## src/rtl/cstate_pkg.sv

```systemverilog
package cstate_pkg;

    localparam int NUM_STATES = 5;
    localparam int NUM_WAKE   = 6;

    // wake event bit positions
    localparam int WK_NMI   = 0;
    localparam int WK_INTR  = 1;
    localparam int WK_BUSI  = 2;
    localparam int WK_INIT  = 3;
    localparam int WK_FLUSH = 4;
    localparam int WK_SMI   = 5;

    typedef enum logic [2:0] {
        CS_NORMAL = 3'd0,
        CS_HALT   = 3'd1,
        CS_QSTART = 3'd2,
        CS_SNOOP  = 3'd3,
        CS_DSLEEP = 3'd4
    } cstate_e;

    typedef struct packed {
        logic halt;
        logic wake;
        logic rst_req;
        logic stop;
        logic ds_n;
        logic snoop;
    } cstate_req_t;

    function automatic logic [NUM_STATES-1:0] state_onehot(input cstate_e s);
        logic [NUM_STATES-1:0] oh;
        oh = '0;
        oh[s] = 1'b1;
        return oh;
    endfunction

    function automatic logic state_clk_runs(input cstate_e s);
        return (s == CS_NORMAL) || (s == CS_SNOOP);
    endfunction

endpackage

```

## src/rtl/cstate_wake_detect.sv

```systemverilog
module cstate_wake_detect
    import cstate_pkg::*;
#(
    parameter logic [NUM_WAKE-1:0] WAKE_EN = '1
) (
    input  logic [NUM_WAKE-1:0] evt,
    output logic                any_evt
);
    logic [NUM_WAKE-1:0] masked;

    for (genvar i = 0; i < NUM_WAKE; i++) begin : g_mask
        if (WAKE_EN[i]) begin : g_on
            assign masked[i] = evt[i];
        end else begin : g_off
            assign masked[i] = 1'b0;
        end
    end

    assign any_evt = |masked;

endmodule

```

## src/rtl/cstate_exit_timer.sv

```systemverilog
module cstate_exit_timer #(
    parameter int CYCLES = 3000000
) (
    input  logic clk,
    input  logic rst,
    input  logic clear,
    input  logic start,
    output logic busy,
    output logic done
);
    localparam int CNT_W = (CYCLES > 1) ? $clog2(CYCLES) : 1;
    localparam logic [CNT_W-1:0] LAST = CNT_W'(CYCLES - 1);

    logic [CNT_W-1:0] cnt;

    assign done = busy && (cnt == LAST);

    always_ff @(posedge clk) begin
        if (rst || clear) begin
            busy <= 1'b0;
            cnt  <= '0;
        end else if (start && !busy) begin
            busy <= 1'b1;
            cnt  <= '0;
        end else if (busy) begin
            if (cnt == LAST) begin
                busy <= 1'b0;
                cnt  <= '0;
            end else begin
                cnt <= cnt + 1'b1;
            end
        end
    end

    // the count never runs past its final value
    assert_cnt_bound_R6: assert property (@(posedge clk) disable iff (rst)
        busy |-> (cnt <= LAST));

    // a clear always leaves the timer idle
    assert_clear_idle_R9: assert property (@(posedge clk) disable iff (rst)
        clear |=> !busy);

endmodule

```

## src/rtl/cstate_next.sv

```systemverilog
module cstate_next
    import cstate_pkg::*;
(
    input  cstate_e     cur,
    input  cstate_e     qs_ret,
    input  cstate_e     snp_ret,
    input  cstate_req_t req,
    input  logic        exit_busy,
    input  logic        exit_done,
    output cstate_e     nxt,
    output cstate_e     nxt_qs_ret,
    output cstate_e     nxt_snp_ret,
    output logic        exit_start,
    output logic        exit_clear
);
    always_comb begin
        nxt         = cur;
        nxt_qs_ret  = qs_ret;
        nxt_snp_ret = snp_ret;
        exit_start  = 1'b0;
        exit_clear  = 1'b0;
        if (req.rst_req) begin
            nxt         = CS_NORMAL;
            nxt_qs_ret  = CS_NORMAL;
            nxt_snp_ret = CS_HALT;
            exit_clear  = 1'b1;
        end else begin
            case (cur)
                CS_NORMAL: begin
                    if (req.stop) begin
                        nxt        = CS_QSTART;
                        nxt_qs_ret = CS_NORMAL;
                    end else if (req.halt) begin
                        nxt = CS_HALT;
                    end
                end
                CS_HALT: begin
                    if (req.wake) begin
                        nxt = CS_NORMAL;
                    end else if (req.stop) begin
                        nxt        = CS_QSTART;
                        nxt_qs_ret = CS_HALT;
                    end else if (req.snoop) begin
                        nxt         = CS_SNOOP;
                        nxt_snp_ret = CS_HALT;
                    end
                end
                CS_QSTART: begin
                    if (!req.stop) begin
                        nxt = qs_ret;
                    end else if (!req.ds_n) begin
                        nxt = CS_DSLEEP;
                    end else if (req.snoop) begin
                        nxt         = CS_SNOOP;
                        nxt_snp_ret = CS_QSTART;
                    end
                end
                CS_SNOOP: begin
                    if (!req.snoop) begin
                        nxt = snp_ret;
                    end
                end
                CS_DSLEEP: begin
                    if (exit_done) begin
                        nxt = CS_QSTART;
                    end else if (req.ds_n && !exit_busy) begin
                        exit_start = 1'b1;
                    end
                end
                default: nxt = CS_NORMAL;
            endcase
        end
    end
endmodule

```

## src/rtl/core_clk_state_ctrl.sv

```systemverilog
module core_clk_state_ctrl
    import cstate_pkg::*;
#(
    parameter int                   CLK_MHZ = 100,
    parameter int                   EXIT_US = 30000,
    parameter logic [NUM_WAKE-1:0]  WAKE_EN = '1
) (
    input  logic                    clk,
    input  logic                    rst,
    input  logic                    halt_strobe,
    input  logic [NUM_WAKE-1:0]     wake_evt,
    input  logic                    core_rst_req,
    input  logic                    stopclk_req,
    input  logic                    deep_sleep_n,
    input  logic                    snoop_req,
    output logic                    core_clk_en,
    output logic [NUM_STATES-1:0]   state_oh,
    output logic                    core_ready
);
    localparam int EXIT_CYCLES = (CLK_MHZ * EXIT_US < 1) ? 1 : CLK_MHZ * EXIT_US;

    cstate_e     state, state_nxt;
    cstate_e     qs_ret, qs_ret_nxt;
    cstate_e     snp_ret, snp_ret_nxt;
    cstate_req_t req;
    logic        wake_any;
    logic        exit_busy, exit_done, exit_start, exit_clear;

    cstate_wake_detect #(.WAKE_EN(WAKE_EN)) u_wake (
        .evt     (wake_evt),
        .any_evt (wake_any)
    );

    always_comb begin
        req.halt    = halt_strobe;
        req.wake    = wake_any;
        req.rst_req = core_rst_req;
        req.stop    = stopclk_req;
        req.ds_n    = deep_sleep_n;
        req.snoop   = snoop_req;
    end

    cstate_exit_timer #(.CYCLES(EXIT_CYCLES)) u_timer (
        .clk   (clk),
        .rst   (rst),
        .clear (exit_clear),
        .start (exit_start),
        .busy  (exit_busy),
        .done  (exit_done)
    );

    cstate_next u_next (
        .cur         (state),
        .qs_ret      (qs_ret),
        .snp_ret     (snp_ret),
        .req         (req),
        .exit_busy   (exit_busy),
        .exit_done   (exit_done),
        .nxt         (state_nxt),
        .nxt_qs_ret  (qs_ret_nxt),
        .nxt_snp_ret (snp_ret_nxt),
        .exit_start  (exit_start),
        .exit_clear  (exit_clear)
    );

    always_ff @(posedge clk) begin
        if (rst) begin
            state   <= CS_NORMAL;
            qs_ret  <= CS_NORMAL;
            snp_ret <= CS_HALT;
        end else begin
            state   <= state_nxt;
            qs_ret  <= qs_ret_nxt;
            snp_ret <= snp_ret_nxt;
        end
    end

    assign state_oh    = state_onehot(state);
    assign core_clk_en = state_clk_runs(state);
    assign core_ready  = (state != CS_DSLEEP);

    assert_state_onehot_R11: assert property (@(posedge clk) disable iff (rst)
        $countones(state_oh) == 1);

    assert_clk_en_states_R8: assert property (@(posedge clk) disable iff (rst)
        core_clk_en |-> (state_oh[0] || state_oh[3]));

    assert_not_ready_sleep_R5: assert property (@(posedge clk) disable iff (rst)
        state_oh[4] |-> !core_ready);

    assert_rst_req_normal_R9: assert property (@(posedge clk) disable iff (rst)
        core_rst_req |=> state_oh[0]);

    assert_wake_exit_R3: assert property (@(posedge clk) disable iff (rst)
        (state_oh[1] && wake_any && !core_rst_req) |=> state_oh[0]);

    assert_sleep_from_qs_R5: assert property (@(posedge clk) disable iff (rst)
        (state_oh[4] && !$past(state_oh[4])) |-> $past(state_oh[2]));

    assert_snoop_ignored_R10: assert property (@(posedge clk) disable iff (rst)
        (state_oh[0] && snoop_req && !halt_strobe && !stopclk_req && !core_rst_req)
        |=> state_oh[0]);

    assert_exit_counting_R6: assert property (@(posedge clk) disable iff (rst)
        (exit_busy && !exit_done && !core_rst_req) |=> state_oh[4]);

endmodule

```

## config.mk

```make
export PLATFORM = sky130hd
export DESIGN_NAME = core_clk_state_ctrl
export DESIGN_NICKNAME = d
export VERILOG_FILES = /design/src/rtl/cstate_pkg.sv /design/src/rtl/cstate_wake_detect.sv /design/src/rtl/cstate_exit_timer.sv /design/src/rtl/cstate_next.sv /design/src/rtl/core_clk_state_ctrl.sv
export SDC_FILE = /design/constraint.sdc
export NUM_CORES = 1
export LEC_CHECK = 0
export ABC_CLOCK_PERIOD_IN_PS = 1900
export BUFFER_PORTS_ARGS = -buffer_cell sky130_fd_sc_hd__buf_2
export CORE_MARGIN = 5
export CORE_UTILIZATION = 46
export DETAILED_ROUTE_END_ITERATION = 8
export PLACE_DENSITY = 0.69
export SLEW_MARGIN = 25
export SYNTH_ARGS = -nofsm -noshare
export SYNTH_HDL_FRONTEND = slang
export SYNTH_SLANG_ARGS = --single-unit
```

## constraint.sdc

```tcl
create_clock -name clk -period 1.9 [get_ports clk]
set_clock_uncertainty 0.2 [all_clocks]
set_input_delay 0.38 -clock clk [delete_from_list [all_inputs] [get_ports clk]]
set_output_delay 0.38 -clock clk [all_outputs]
set_load 0.02 [all_outputs]
```

# After elaboration in Yosys (flattened, before gate mapping)
# Cells that the tools add are included.
[op_classes]
n_eq_ne = 17
magnitude_cmp = 2
n_reduce_logical = 16
muxes = 32
addsub = 1
[ops]
columns = ["cell", "count"]
rows = [
  ["3-bit two-way mux", 18],
  ["22-bit by 1-bit adder with 22-bit output (second input constant)", 1],
  ["22-bit == test (second input constant)", 1],
  ["22-bit two-way mux", 1],
  ["2-bit inequality test (second input constant)", 10],
  ["3-bit one-hot mux with 5 select lines", 1],
  ["3-bit one-hot mux with 2 select lines", 2],
  ["1-bit two-way mux", 9],
  ["7-bit AND reduction", 1],
  ["3-bit by 2-bit == test with 1-bit output (second input constant)", 2],
  ["3-bit inequality test (second input constant)", 2],
  ["6-bit OR reduction", 1],
  ["1-bit logical AND", 4],
  ["3-bit by 4-bit less-than comparator with 1-bit output (second input constant)", 1],
  ["4-bit AND reduction", 1],
  ["2-bit nonzero test", 2],
  ["2-bit OR reduction", 2],
  ["1-bit demux with 3-bit select", 1],
  ["3-bit by 1-bit == test with 1-bit output (second input constant)", 1],
  ["3-bit == test (second input constant)", 1],
  ["3-bit by 1-bit greater-or-equal comparator with 1-bit output (second input constant)", 1],
  ["3-bit zero test", 1],
  ["3-bit AND reduction", 1],
  ["1-bit logical OR", 2],
  ["1-bit zero test", 1],
]
[word_totals]
out_inout_bits = 7
regBits = 32
word_cells = 73

# Longest topological paths before layout
# Gate-level depths: netlist of the first run.
[depth]
word_depth = 8
ltp_mapped = 7

# Hierarchy
# Synthesis of the first run repeated with hierarchy kept, for this count alone.
[unflattened]
hier_cells = 212
area_unflattened_um2 = 1774.2
[modules_own_cells]
columns = ["mod", "area_each_um2", "seq_area_each_um2", "instances", "cells_per_inst"]
rows = [
  ["cstate_exit_timer", 1128.6, 460.4, 1, 133],
  ["cstate_next", 331.6, 0.0, 1, 49],
  ["core_clk_state_ctrl", 300.3, 180.2, 1, 27],
  ["cstate_wake_detect", 13.8, 0.0, 1, 3],
]

# Worst setup path after synthesis of the first run
# No wires, ideal clock.
[synth_timing]
kind = "register to output"
start = "register state[0]"
end = "output port core_clk_en"
arrival_time_ps = 1432
path_slack_ps = -112
n_path_buf = 1
t_required_ps = 1320
stages_incl_launch_ff = 4
path_cell_list = "dfxtp_1 > clkbuf_1 > nor3_1 > or2_2"
[synth_between]
elab_chain_len = 2
elab_cells_between_ends = 3
[synth_lines]
columns = ["item", "line_no", "text"]
rows = [
  ["start: declaration", "core_clk_state_ctrl.sv:22", "cstate_e state, state_nxt;"],
  ["start signal: assignment", "core_clk_state_ctrl.sv:72", "state <= state_nxt;"],
  ["3-bit by 2-bit == test with 1-bit output / 3-bit zero test (equally long branches)", "cstate_pkg.sv:39", "return (s == CS_NORMAL) || (s == CS_SNOOP);"],
  ["1-bit logical OR (*)", "cstate_pkg.sv:39", ""],
  ["end: declaration", "core_clk_state_ctrl.sv:16", "output logic core_clk_en,"],
]
# Every way passes the cells marked *; elsewhere a longest branch is shown, timed or not.

# Final worst setup path of the first run
[layout_timing]
start = "register state[2]"
end = "output port core_clk_en"
# The elaborated chain is that of the path after synthesis.

==> results of run 1 <==
-- report_power, final --
group	internal (mW)	switching, mW	total [mW]	leakage, nW
registers	0.607	0.00689	0.614	0.238
clock network	0.314	0.210	0.524	0.0455
logic	0.0577	0.0574	0.115	0.483
-- worst register-to-register path: cells and delay by family (launching register included) --
family / cells / cell delay (ps)
DFF: 1 / 410
and+or+nand+nor: 3 / 390
AOI/OAI and AO/OA: 2 / 560
buffers and inverters: 1 / 130
-- layer usage --
layer / vias up / track usage (%) / wire, um
met1: 665 / 21.76 / 1609
met3: 5 / 5.059 / 197
met5: - / 0 / 0
li1: 729 / - / -
met2: 46 / 33.29 / 1945
met4: 0 / 4.810 / 25
-- state kept, by name, indices dropped and copies added, names as in the netlist --
register	count
state	3
snp_ret	2
u_timer.busy	1
u_timer.cnt	22
qs_ret	1
-- final timing paths --
path	from	endpoint	slack, ps	depth (start not counted)
setup / recovery	state[2]$_SDFFE_PP0P_	core_clk_en	-2	3
hold / removal	core_rst_req	u_timer.busy$_SDFF_PP0_	110	2
setup reg to reg	state[2]$_SDFFE_PP0P_	snp_ret[0]$_SDFFE_PP1P_	100	6
hold reg to reg	snp_ret[1]$_SDFFE_PP0P_	snp_ret[1]$_SDFFE_PP0P_	280	2
-- metrics by stage --
stage | hold slack, ps | instances
3_3_place_gp | 266.0 | 261
3_5_place_dp | 255.7 | 261
6_report | 109.1 | 276
5_1_grt | 82.86 | 276
2_1_floorplan | 236.0 | 182
4_1_cts | 81.91 | 276
-- repair_timing --
item / CTS / global route
pin swaps: 1 / 2
hold endpoints to repair: 0 / 0
setup buffers: 7 / 0
endpoints found under the setup margin: 9 / 25
gates resized for setup: 19 / 16
-- cells by family after synthesis --
kind of cell | after synthesis
compound gates | 20
flops | 29
xor+xnor | 20
buf+inv | 12
simple gates | 100
fa+ha+maj | 1
-- Yosys cell counts (2+ instances only) --
library cell | instances | area (um^2)
and3_1 | 2 | 12.51
nand3b_1 | 3 | 22.52
dfxtp_1 | 29 | 580.6
xor2_1 | 11 | 96.34
nor3_1 | 3 | 15.01
clkbuf_1 | 2 | 7.510
or2_2 | 2 | 12.51
inv_1 | 6 | 22.52
and2_1 | 2 | 12.51
a21oi_1 | 4 | 20.02
o21ai_0 | 5 | 25.02
nand3_1 | 9 | 45.04
nor2_1 | 36 | 135.1
a221oi_1 | 2 | 17.52
xnor2_1 | 9 | 78.83
nand2_1 | 20 | 75.07
nor4_1 | 5 | 31.28
and4_1 | 2 | 17.52
nand4_1 | 5 | 31.28
buf_2 | 3 | 15.01
-- cells in the final DEF, fill, tap and decap left out, types with 2 or more instances in the layout --
cell,synthesis,layout
nor2_1,36,33
buf_4,1,27
dfxtp_1,29,23
nand2_1,20,20
buf_2,3,15
xor2_1,11,11
xnor2_1,9,9
nand3_1,9,8
inv_1,6,5
nand4_1,5,5
clkbuf_4,0,5
buf_6,0,5
o21ai_0,5,4
a21oi_1,4,4
nor2_2,0,3
nor4_1,5,3
nand3b_1,3,3
dfxtp_4,0,3
dfxtp_2,0,3
a221oi_1,2,2
o21ai_1,1,2
and3_1,2,2
and4_1,2,2
nor3_2,1,2
-- area by class of cell --
type / instances / area (um^2) / area share (%)
repair buffers: 48 / 354.1 / 17.29
inverters: 6 / 22.52 / 1.100
clock inverters: 1 / 30.03 / 1.466
well taps: 44 / 55.05 / 2.688
multi-input cells: 141 / 935.9 / 45.69
flip-flops and latches: 29 / 595.6 / 29.08
clock buffers: 7 / 55.05 / 2.688
==> summary.md, run 1 <==
| Metric | Value |
|---|---|
| Outcome | finished, violations left |
| Failing checks | negative setup slack |
| Measured slew at the worst slew-check pin | 387.9 ps |
| Setup-violating endpoint count in the final report | 1 |
| Initial antenna violation count | 0 |
| DRC violation total after the first TritonRoute iteration | 58 |
| Adder and majority gate portion of the synthesized area | 0.8382% |
| Post-layout total power | roughly 1.3 mW |
| Net total in the final layout | 245 |
| Longest individual stage delay on the worst path | 410 ps |
| I/O Buffers | 19 |
| Die outline height | 66.97 um |
| Number of max-capacitance violations reported | 0 |
| Critical Setup Path Class | flip-flop to output pin |
| HPWL after DPL | 2.687 mm |
| Hold/Removal Path Class | input pin to flip-flop |
| Post-synth cell types | 42 |
| Final-layout setup total negative slack | -2.042 ps |
| Final cell utilization of the core | between 60 and 70% |
| Simple-gate share of the synthesized area | around a third |
| Routed wirelength normalized by instance count | 13.68 um |
| Clock-pin slew on the worst setup and hold paths | around 90 ps |
| Setup slack at placement | 27.62 ps |
| Vias per cell | 5.236 |
| Number of fillers in the final layout | approximately 260 |
| Highest fanout seen on the critical path | 8 |
| Relative slew slack | 74.14% |
| Category of the worst setup path capture point | output pin |
| Setup repair after global routing missed its margin | true |
| Gr ovfl total | 0 |
| Synthesized net count | 196 |
| Share of post-route cells with drive strength above 1 | 36.21% |
| Hold buffer count at cts | 0 |
| Clk_lat worst skew | 320 ps |
| Post-synth EDFFs | 0 |
| Detailed-routing iteration count for the pre-antenna-repair pass | 5 |
| Area growth syn-to-layout | 37.22% |
| Clock tree from TritonCTS | done |
| Max-slew violations | 0 |
| Count of buffering cells on the critical path with inverters included | 1 |
| Diode insertion count for antenna repair | 0 |
| Element type at the critical path start | flip-flop |
| Die area | 4484 um^2 |
| Required time at the worst-slack endpoint | between 1000 and 1500 ps |
| Async SR Flop Fraction | 0% |
| Initial standard-cell utilization of the core | 48.50% |
| Die width | 66.97 um |
| Number of H-tree levels | 2 |
| Total track usage | a little under a fifth |
| Number of global-route vias before repair | 1395 |
| Synthesized area per cell | 8.202 um^2 |
| Synthesized-area fraction occupied by xor and xnor cells | about an eighth |
| Placeable core region | 3078 um^2 |
| Maximum vdd ir drop | 404.0 uV |
| Final critical-path share of the clock period | 100.1% |
| Cell-by-cell listing of the critical path | and3b_2 > or2_4 > buf_6 |
| Final Wtd Congestion | 0.9013 |
| Number of standard cells after synthesis | around 180 |
| Routed Wire Length | 3.776 mm |
| Dominant synthesized flop cell | dfxtp_1 |
| Number of sinks driven by the clock tree | 29 |
| Hold violation count in the final report | 0 |
| Number of buffers on the longest clock path | 2 |
| Placed instance area | 1802 um^2 |
| Via count | 1445 |
| I/O Pins | 20 |
| Finished Cell Area | 2048 um^2 |
| Leakage power of the design | about 0.77 nW |
| Crit path arrival time | about 1300 ps |
| Final antenna-violating net count | 0 |
| Number of synthesis warnings | 0 |
| Multiplexer area fraction after synthesis | 0% |
| Max Freq | 525.8 MHz |
| Dominant combinational cell family by area after synthesis | simple AND/OR/NAND/NOR gates |
| Synthesized-area fraction occupied by ao, oa, aoi and oai cells | 9.723% |
| CTS buffer count | 5 |
| Crit-path slowest cell | dfxtp_4 |
| Number of synthesized register bits | 29 |
| Clk root buf | clkbuf_4 |
| Post-route DRC violation count | 0 |
| First-pass GRT wire length | 6.403 mm |
| Crit path max-delay family | simple AND/OR/NAND/NOR gates |
| Final worst-path setup slack | -2.042 ps |
| Pin count of the biggest net entering global routing | 19 |
| Pwr dens | 611.9 nW/um^2 |
| Count of standard-cell rows | 20 |
| Sequential cell area fraction in the yosys report | about two fifths |
| Final critical delay including setup and external delays | roughly 1900 ps |
| Post-synthesis cell area | 1493 um^2 |
No activity file was read; power rests on OpenSTA's default activity.
==> inputs of run 2 (changes only) <==
--- a/config.mk
+++ b/config.mk
@@ -10,7 +10,7 @@
 export CORE_MARGIN = 5
 export CORE_UTILIZATION = 46
 export DETAILED_ROUTE_END_ITERATION = 8
-export PLACE_DENSITY = 0.69
+export PLACE_DENSITY_LB_ADDON = 0.15
 export SLEW_MARGIN = 25
 export SYNTH_ARGS = -nofsm -noshare
 export SYNTH_HDL_FRONTEND = slang
==> summary.md, run 2 (synthesis results as in run 1) <==
| Metric | Value |
|---|---|
| Clock-pin slew on the worst setup and hold paths | about 90 ps |
| Category of the worst setup path capture point | output pin |
| Highest fanout seen on the critical path | 6 |
| Required time at the worst-slack endpoint | 1320 ps |
| Die outline height | 66.97 um |
| Setup-violating endpoint count in the final report | 1 |
| Diode insertion count for antenna repair | 0 |
| Pwr dens | 584.0 nW/um^2 |
| Measured slew at the worst slew-check pin | between 400 and 500 ps |
| Setup slack at placement | -3.754 ps |
| Share of post-route cells with drive strength above 1 | 33.33% |
| Regs by FF count | u_timer.cnt (22), state (3), snp_ret (2) |
| Largest register by flop count | u_timer.cnt |
| CTS buffer count | 5 |
| HPWL after DPL | 2.395 mm |
| Routed wirelength normalized by instance count | 12.69 um |
| Critical Setup Path Class | flip-flop to output pin |
| Initial standard-cell utilization of the core | 48.50% |
| Placeable core region | 3078 um^2 |
| First-pass GRT wire length | between 5 and 6 mm |
| Net total in the final layout | 241 |
| Via count | around 1400 |
| Count of standard-cell rows | 20 |
| I/O Pins | 20 |
| Number of H-tree levels | 2 |
| Cell-internal power | between 800 and 900 uW |
| Switching part of the total power | 24.30% |
| Clock tree from TritonCTS | done |
| Initial antenna violation count | 0 |
| Number of global-route vias before repair | ~1400 |
| Final critical-path share of the clock period | 100.8% |
| Final-layout setup total negative slack | -14.51 ps |
| Comb pwr share | 9.2% |
| Maximum vdd ir drop | between 300 and 400 uV |
| Most common cell after layout, fill and taps aside | nor2_1 |
| Number of buffers on the longest clock path | 2 |
| Failing checks | negative setup slack |
| Worst flop-to-flop path startpoint | u_timer.cnt[3]$_SDFFE_PP0P_ |
| Final Wtd Congestion | approximately 0.85 |
| Max-slew violations | 0 |
| Hold/Removal Path Class | input pin to flip-flop |
| Area growth syn-to-layout | 32.36% |
| Pin count of the biggest net entering global routing | 19 |
| Max reg flops | 22 |
| Relative slew slack | 73.03% |
| Element type at the critical path start | flip-flop |
| Most frequent cells in the layout | nor2_1, buf_4, dfxtp_1, nand2_1, buf_2 |
| Vias per cell | 5.169 |
| Critical path endpoint | core_clk_en |
| Number of max-capacitance violations reported | 0 |
| DRC violation total after the first TritonRoute iteration | 50 |
| Fraction of power consumed by the clock network | around 38% |
| Post-Route Hold Slack | 46.77 ps |
| Sequential group share of total power | a little over half |
| Die area | 4484 um^2 |
| Crit path arrival time | about 1300 ps |
| Gr ovfl total | 0 |
| Die width | 66.97 um |
| Clk_lat worst skew | roughly 340 ps |
| Routed Wire Length | 3.452 mm |
| Worst Reg2Reg Path Length in Cells | 5 |
| Total track usage | 17.47% |
| Final critical delay including setup and external delays | roughly 1900 ps |
| Leakage power of the design | approximately 0.73 nW |
| Final worst-path setup slack | -14.51 ps |
| Flop2flop setup slack | 30 ps |
| Number of sinks driven by the clock tree | 29 |
| Hold violation count in the final report | 0 |
| Post-route DRC violation count | 0 |
| Start point of the critical path | state[2]$_SDFFE_PP0P_ |
| Max Freq | 522.3 MHz |
| Clk root buf | clkbuf_4 |
| Final antenna-violating net count | 0 |
| Setup repair after global routing missed its margin | true |
| Detailed-routing iteration count for the pre-antenna-repair pass | 5 |
| Switch Pwr | between 200 and 300 uW |
| I/O Buffers | 19 |
| R2r endpoint | u_timer.cnt[20]$_SDFFE_PP0P_ |
| Outcome | finished, violations left |
==> run 2: power by group through the flow <==
stage	clock network [mW]	registers, mW	logic [mW]
after global placement	0	0.632	0.0894
after CTS	0.452	0.613	0.103
final	0.433	0.615	0.106
after global routing	0.479	0.616	0.118
after floorplan	0	0.626	0.0548
after detailed placement	0	0.632	0.0905
==> run 2: worst min path at each step <==
stage	start	end	cells past startpoint
2_1_floorplan	snp_ret[1]$_SDFFE_PP0P_	snp_ret[1]$_SDFFE_PP0P_	2
6_report	core_rst_req	u_timer.busy$_SDFF_PP0_	2
3_5_place_dp	snp_ret[1]$_SDFFE_PP0P_	snp_ret[1]$_SDFFE_PP0P_	2
5_1_grt	core_rst_req	u_timer.busy$_SDFF_PP0_	2
3_3_place_gp	snp_ret[1]$_SDFFE_PP0P_	snp_ret[1]$_SDFFE_PP0P_	2
4_1_cts	core_rst_req	u_timer.busy$_SDFF_PP0_	2
==> run 2: layout make-up <==
class,instances,area [um^2]
repair buffers,44,319.1
fillers,272,1102
clock inverters,1,5.005
flip-flops and latches,29,594.3
well taps,44,55.05
clock buffers,7,65.06
multi-input cells,141,914.6
inverters,6,22.52
==> run 2: repair_timing <==
item | 4_1_cts | 5_1_grt
hold buffers | 0 | 0
endpoints found under the setup margin | 7 | 23
setup buffers | 5 | 0
cloned | 0 | 0
gates resized for setup | 11 | 18
pin swaps | 1 | 3
==> run 2: per-layer routing <==
layer / vias up / routed length, um / track usage (%)
met4: 0 / 79 / 9.367
met1: 644 / 1634 / 21.70
li1: 725 / - / -
met3: 8 / 152 / 4.890
met2: 29 / 1586 / 27.10
met5: - / 0 / 0
==> run 2: critical path: stages, from the launching register on <==
cell and delay (ps):
dfxtp_4 400, and3b_2 230, or2_4 230, buf_6 130
==> run 2: metrics by stage <==
stage	utilization (%)	cells	power (mW)	cell area, um^2
after global placement	58.05	259	0.7212	1787
after CTS	62.32	272	1.168	1918
final	64.19	272	1.154	1976
after floorplan	-	182	0.6811	1504
after detailed placement	58.05	259	0.7224	1787
after global routing	64.19	272	1.213	1976
==> inputs of run 3 (changes only) <==
--- a/config.mk
+++ b/config.mk
@@ -11,6 +11,7 @@
 export CORE_UTILIZATION = 46
 export DETAILED_ROUTE_END_ITERATION = 8
 export PLACE_DENSITY_LB_ADDON = 0.15
+export SETUP_SLACK_MARGIN = 0.02
 export SLEW_MARGIN = 25
 export SYNTH_ARGS = -nofsm -noshare
 export SYNTH_HDL_FRONTEND = slang
==> summary.md, run 3 (synthesis results as in run 1) <==
| Metric | Value |
|---|---|
| Max reg flops | 22 |
| I/O Buffers | 19 |
| Crit path arrival time | 1330 ps |
| Max Freq | 523.9 MHz |
| Number of H-tree levels | 2 |
| Maximum vdd ir drop | 373.1 uV |
| Clk root buf | clkbuf_4 |
| Final critical-path share of the clock period | 100.5% |
| Number of max-capacitance violations reported | 0 |
| Comb pwr share | 10.3% |
| Finished Cell Area | 2090 um^2 |
| HPWL after DPL | 2.579 mm |
| Outcome | finished, violations left |
| Routed wirelength normalized by instance count | 13.33 um |
| Clock tree from TritonCTS | done |
| Placeable core region | 3078 um^2 |
| I/O Pins | 20 |
| Placed instance area | 1800 um^2 |
| Measured slew at the worst slew-check pin | 373.9 ps |
| Worst flop-to-flop path startpoint | u_timer.cnt[1]$_SDFFE_PP0P_ |
| Setup-violating endpoint count in the final report | 1 |
| DR WL met2 | 1.784 mm |
| Initial antenna violation count | 0 |
| Net total in the final layout | 251 |
| Critical Setup Path Class | flip-flop to output pin |
| Detailed route wirelength on metal3 | ~180 um |
| Total track usage | 18.19% |
| Element type at the critical path start | flip-flop |
| Most frequent cells in the layout | nor2_1, buf_4, dfxtp_1, nand2_1, buf_2 |
| Pin count of the biggest net entering global routing | 11 |
| DRC violation total after the first TritonRoute iteration | between 70 and 80 |
| CTS buffer count | 5 |
| Relative slew slack | 74.74% |
| Share of post-route cells with drive strength above 1 | 36.55% |
| Largest register by flop count | u_timer.cnt |
| First-pass GRT wire length | 6.189 mm |
| Final antenna-violating net count | 0 |
| Setup repair after global routing missed its margin | true |
| HP Start | rst |
| Post-route DRC violation count | 0 |
| Number of buffers on the longest clock path | 2 |
| Sequential group share of total power | 52.5% |
| Number of sinks driven by the clock tree | 29 |
| Fraction of power consumed by the clock network | 37.2% |
| Flop2flop setup slack | 80 ps |
| Hold/Removal Path Class | input pin to flip-flop |
| Die outline height | 66.97 um |
| Via count | 1493 |
| R2r endpoint | u_timer.cnt[20]$_SDFFE_PP0P_ |
| Final critical delay including setup and external delays | 1909 ps |
| Leakage power of the design | 0.7981 nW |
| Vias per cell | ~5.3 |
| Switching part of the total power | 24.44% |
| Worst Reg2Reg Path Length in Cells | 6 |
| Count of standard-cell rows | 20 |
| Highest fanout seen on the critical path | 6 |
| Final Wtd Congestion | 0.7915 |
| Detailed-routing iteration count for the pre-antenna-repair pass | 4 |
| Max-slew violations | 0 |
| Switch Pwr | 285.0 uW |
| Initial standard-cell utilization of the core | 48.50% |
| Hold-critical path depth | 2 |
| Final worst-path setup slack | -8.887 ps |
| Met1 WL | 1.721 mm |
| Category of the worst setup path capture point | output pin |
| Gr ovfl total | 0 |
| Area growth syn-to-layout | 39.98% |
| Routed Wire Length | 3.760 mm |
| Start point of the critical path | state[0]$_SDFFE_PP0P_ |
| Die width | ~67 um |
| Hold buffer count at cts | 0 |
| Pwr dens | 558.1 nW/um^2 |
| Post-layout total power | 1.166 mW |
| Failing checks | negative setup slack |
| Worst Hold Endpoint | u_timer.busy$_SDFF_PP0_ |
| Required time at the worst-slack endpoint | between 1000 and 1500 ps |
| Diode insertion count for antenna repair | 0 |
| Regs by FF count | u_timer.cnt (22), state (3), snp_ret (2) |
| Clock-pin slew on the worst setup and hold paths | 90 ps |
| Highest metal layer used by the detailed router | met4 |
| Hold violation count in the final report | 0 |
| Die area | 4484 um^2 |
| Cell-internal power | 881.1 uW |
| Most common cell after layout, fill and taps aside | nor2_1 |
| Clk_lat worst skew | ~340 ps |
| Number of global-route vias before repair | 1437 |
## run 3: changes by cell type in the layout (fill, tap and decap cells not counted), moves of 2 or more
cell / delta
nor2_2: -2
buf_6: +3
nor4_2: -2
buf_4: +6
buf_1: +2
nor2_4: +2
## run 3: how the worst max path moves through the flow
stage	end	slack [ps]	depth (start not counted)
2_1_floorplan	u_timer.cnt[20]$_SDFFE_PP0P_	50	6
3_3_place_gp	snp_ret[0]$_SDFFE_PP1P_	80	6
3_5_place_dp	u_timer.cnt[20]$_SDFFE_PP0P_	10	6
4_1_cts	core_ready	-10	5
5_1_grt	core_ready	-50	5
6_report	core_clk_en	-9	3
## run 3: final cells by class
type / count / area, um^2
Inverter: 6 / 25.02
Clock buffer: 7 / 65.06
Timing Repair Buffer: 54 / 385.4
Clock inverter: 1 / 5.005
Sequential cell: 29 / 594.3
Fill cell: 255 / 988.4
Multi-Input combinational cell: 141 / 959.7
Tap cell: 44 / 55.05
## run 3: power by group through the flow
stage | sequential, mW | clock (mW) | combinational, mW
3_3_place_gp | 0.631 | 0 | 0.0868
3_5_place_dp | 0.632 | 0 | 0.0895
5_1_grt | 0.613 | 0.477 | 0.130
2_1_floorplan | 0.626 | 0 | 0.0553
6_report | 0.613 | 0.434 | 0.120
4_1_cts | 0.613 | 0.439 | 0.109
## run 3: per-layer routing
layer | vias up | GRT usage (%)
met2 | 40 | 28.59
met5 | - | 0
met3 | 9 | 5.059
met1 | 697 | 22.87
li1 | 747 | -
met4 | 0 | 8.354
## run 3: worst max-delay path, cell delays in order, from the launching register on
cell	delay [ps]
dfxtp_4	390
and3b_2	230
or2_4	250
buf_6	130
## run 3: timing repair
item / 4_1_cts / 5_1_grt
setup endpoints to repair: 7 / 22
gates cloned: 0 / 0
pin swaps: 3 / 10
gates resized for setup: 18 / 22
buffers inserted: 9 / 3
## run 3: metrics by stage
step                      hold WS, ps  cells  TNS [ps]  setup slack [ps]  utilization, %
after global routing            54.39    282    -149.3            -48.85           67.89
after floorplan                 236.0    182         0             51.54               -
final                           53.99    282    -8.887            -8.887           67.89
after detailed placement        284.5    262         0             11.10           58.50
after global placement          250.9    262         0             81.21           58.50
after CTS                       52.37    279    -13.42            -10.18           64.47
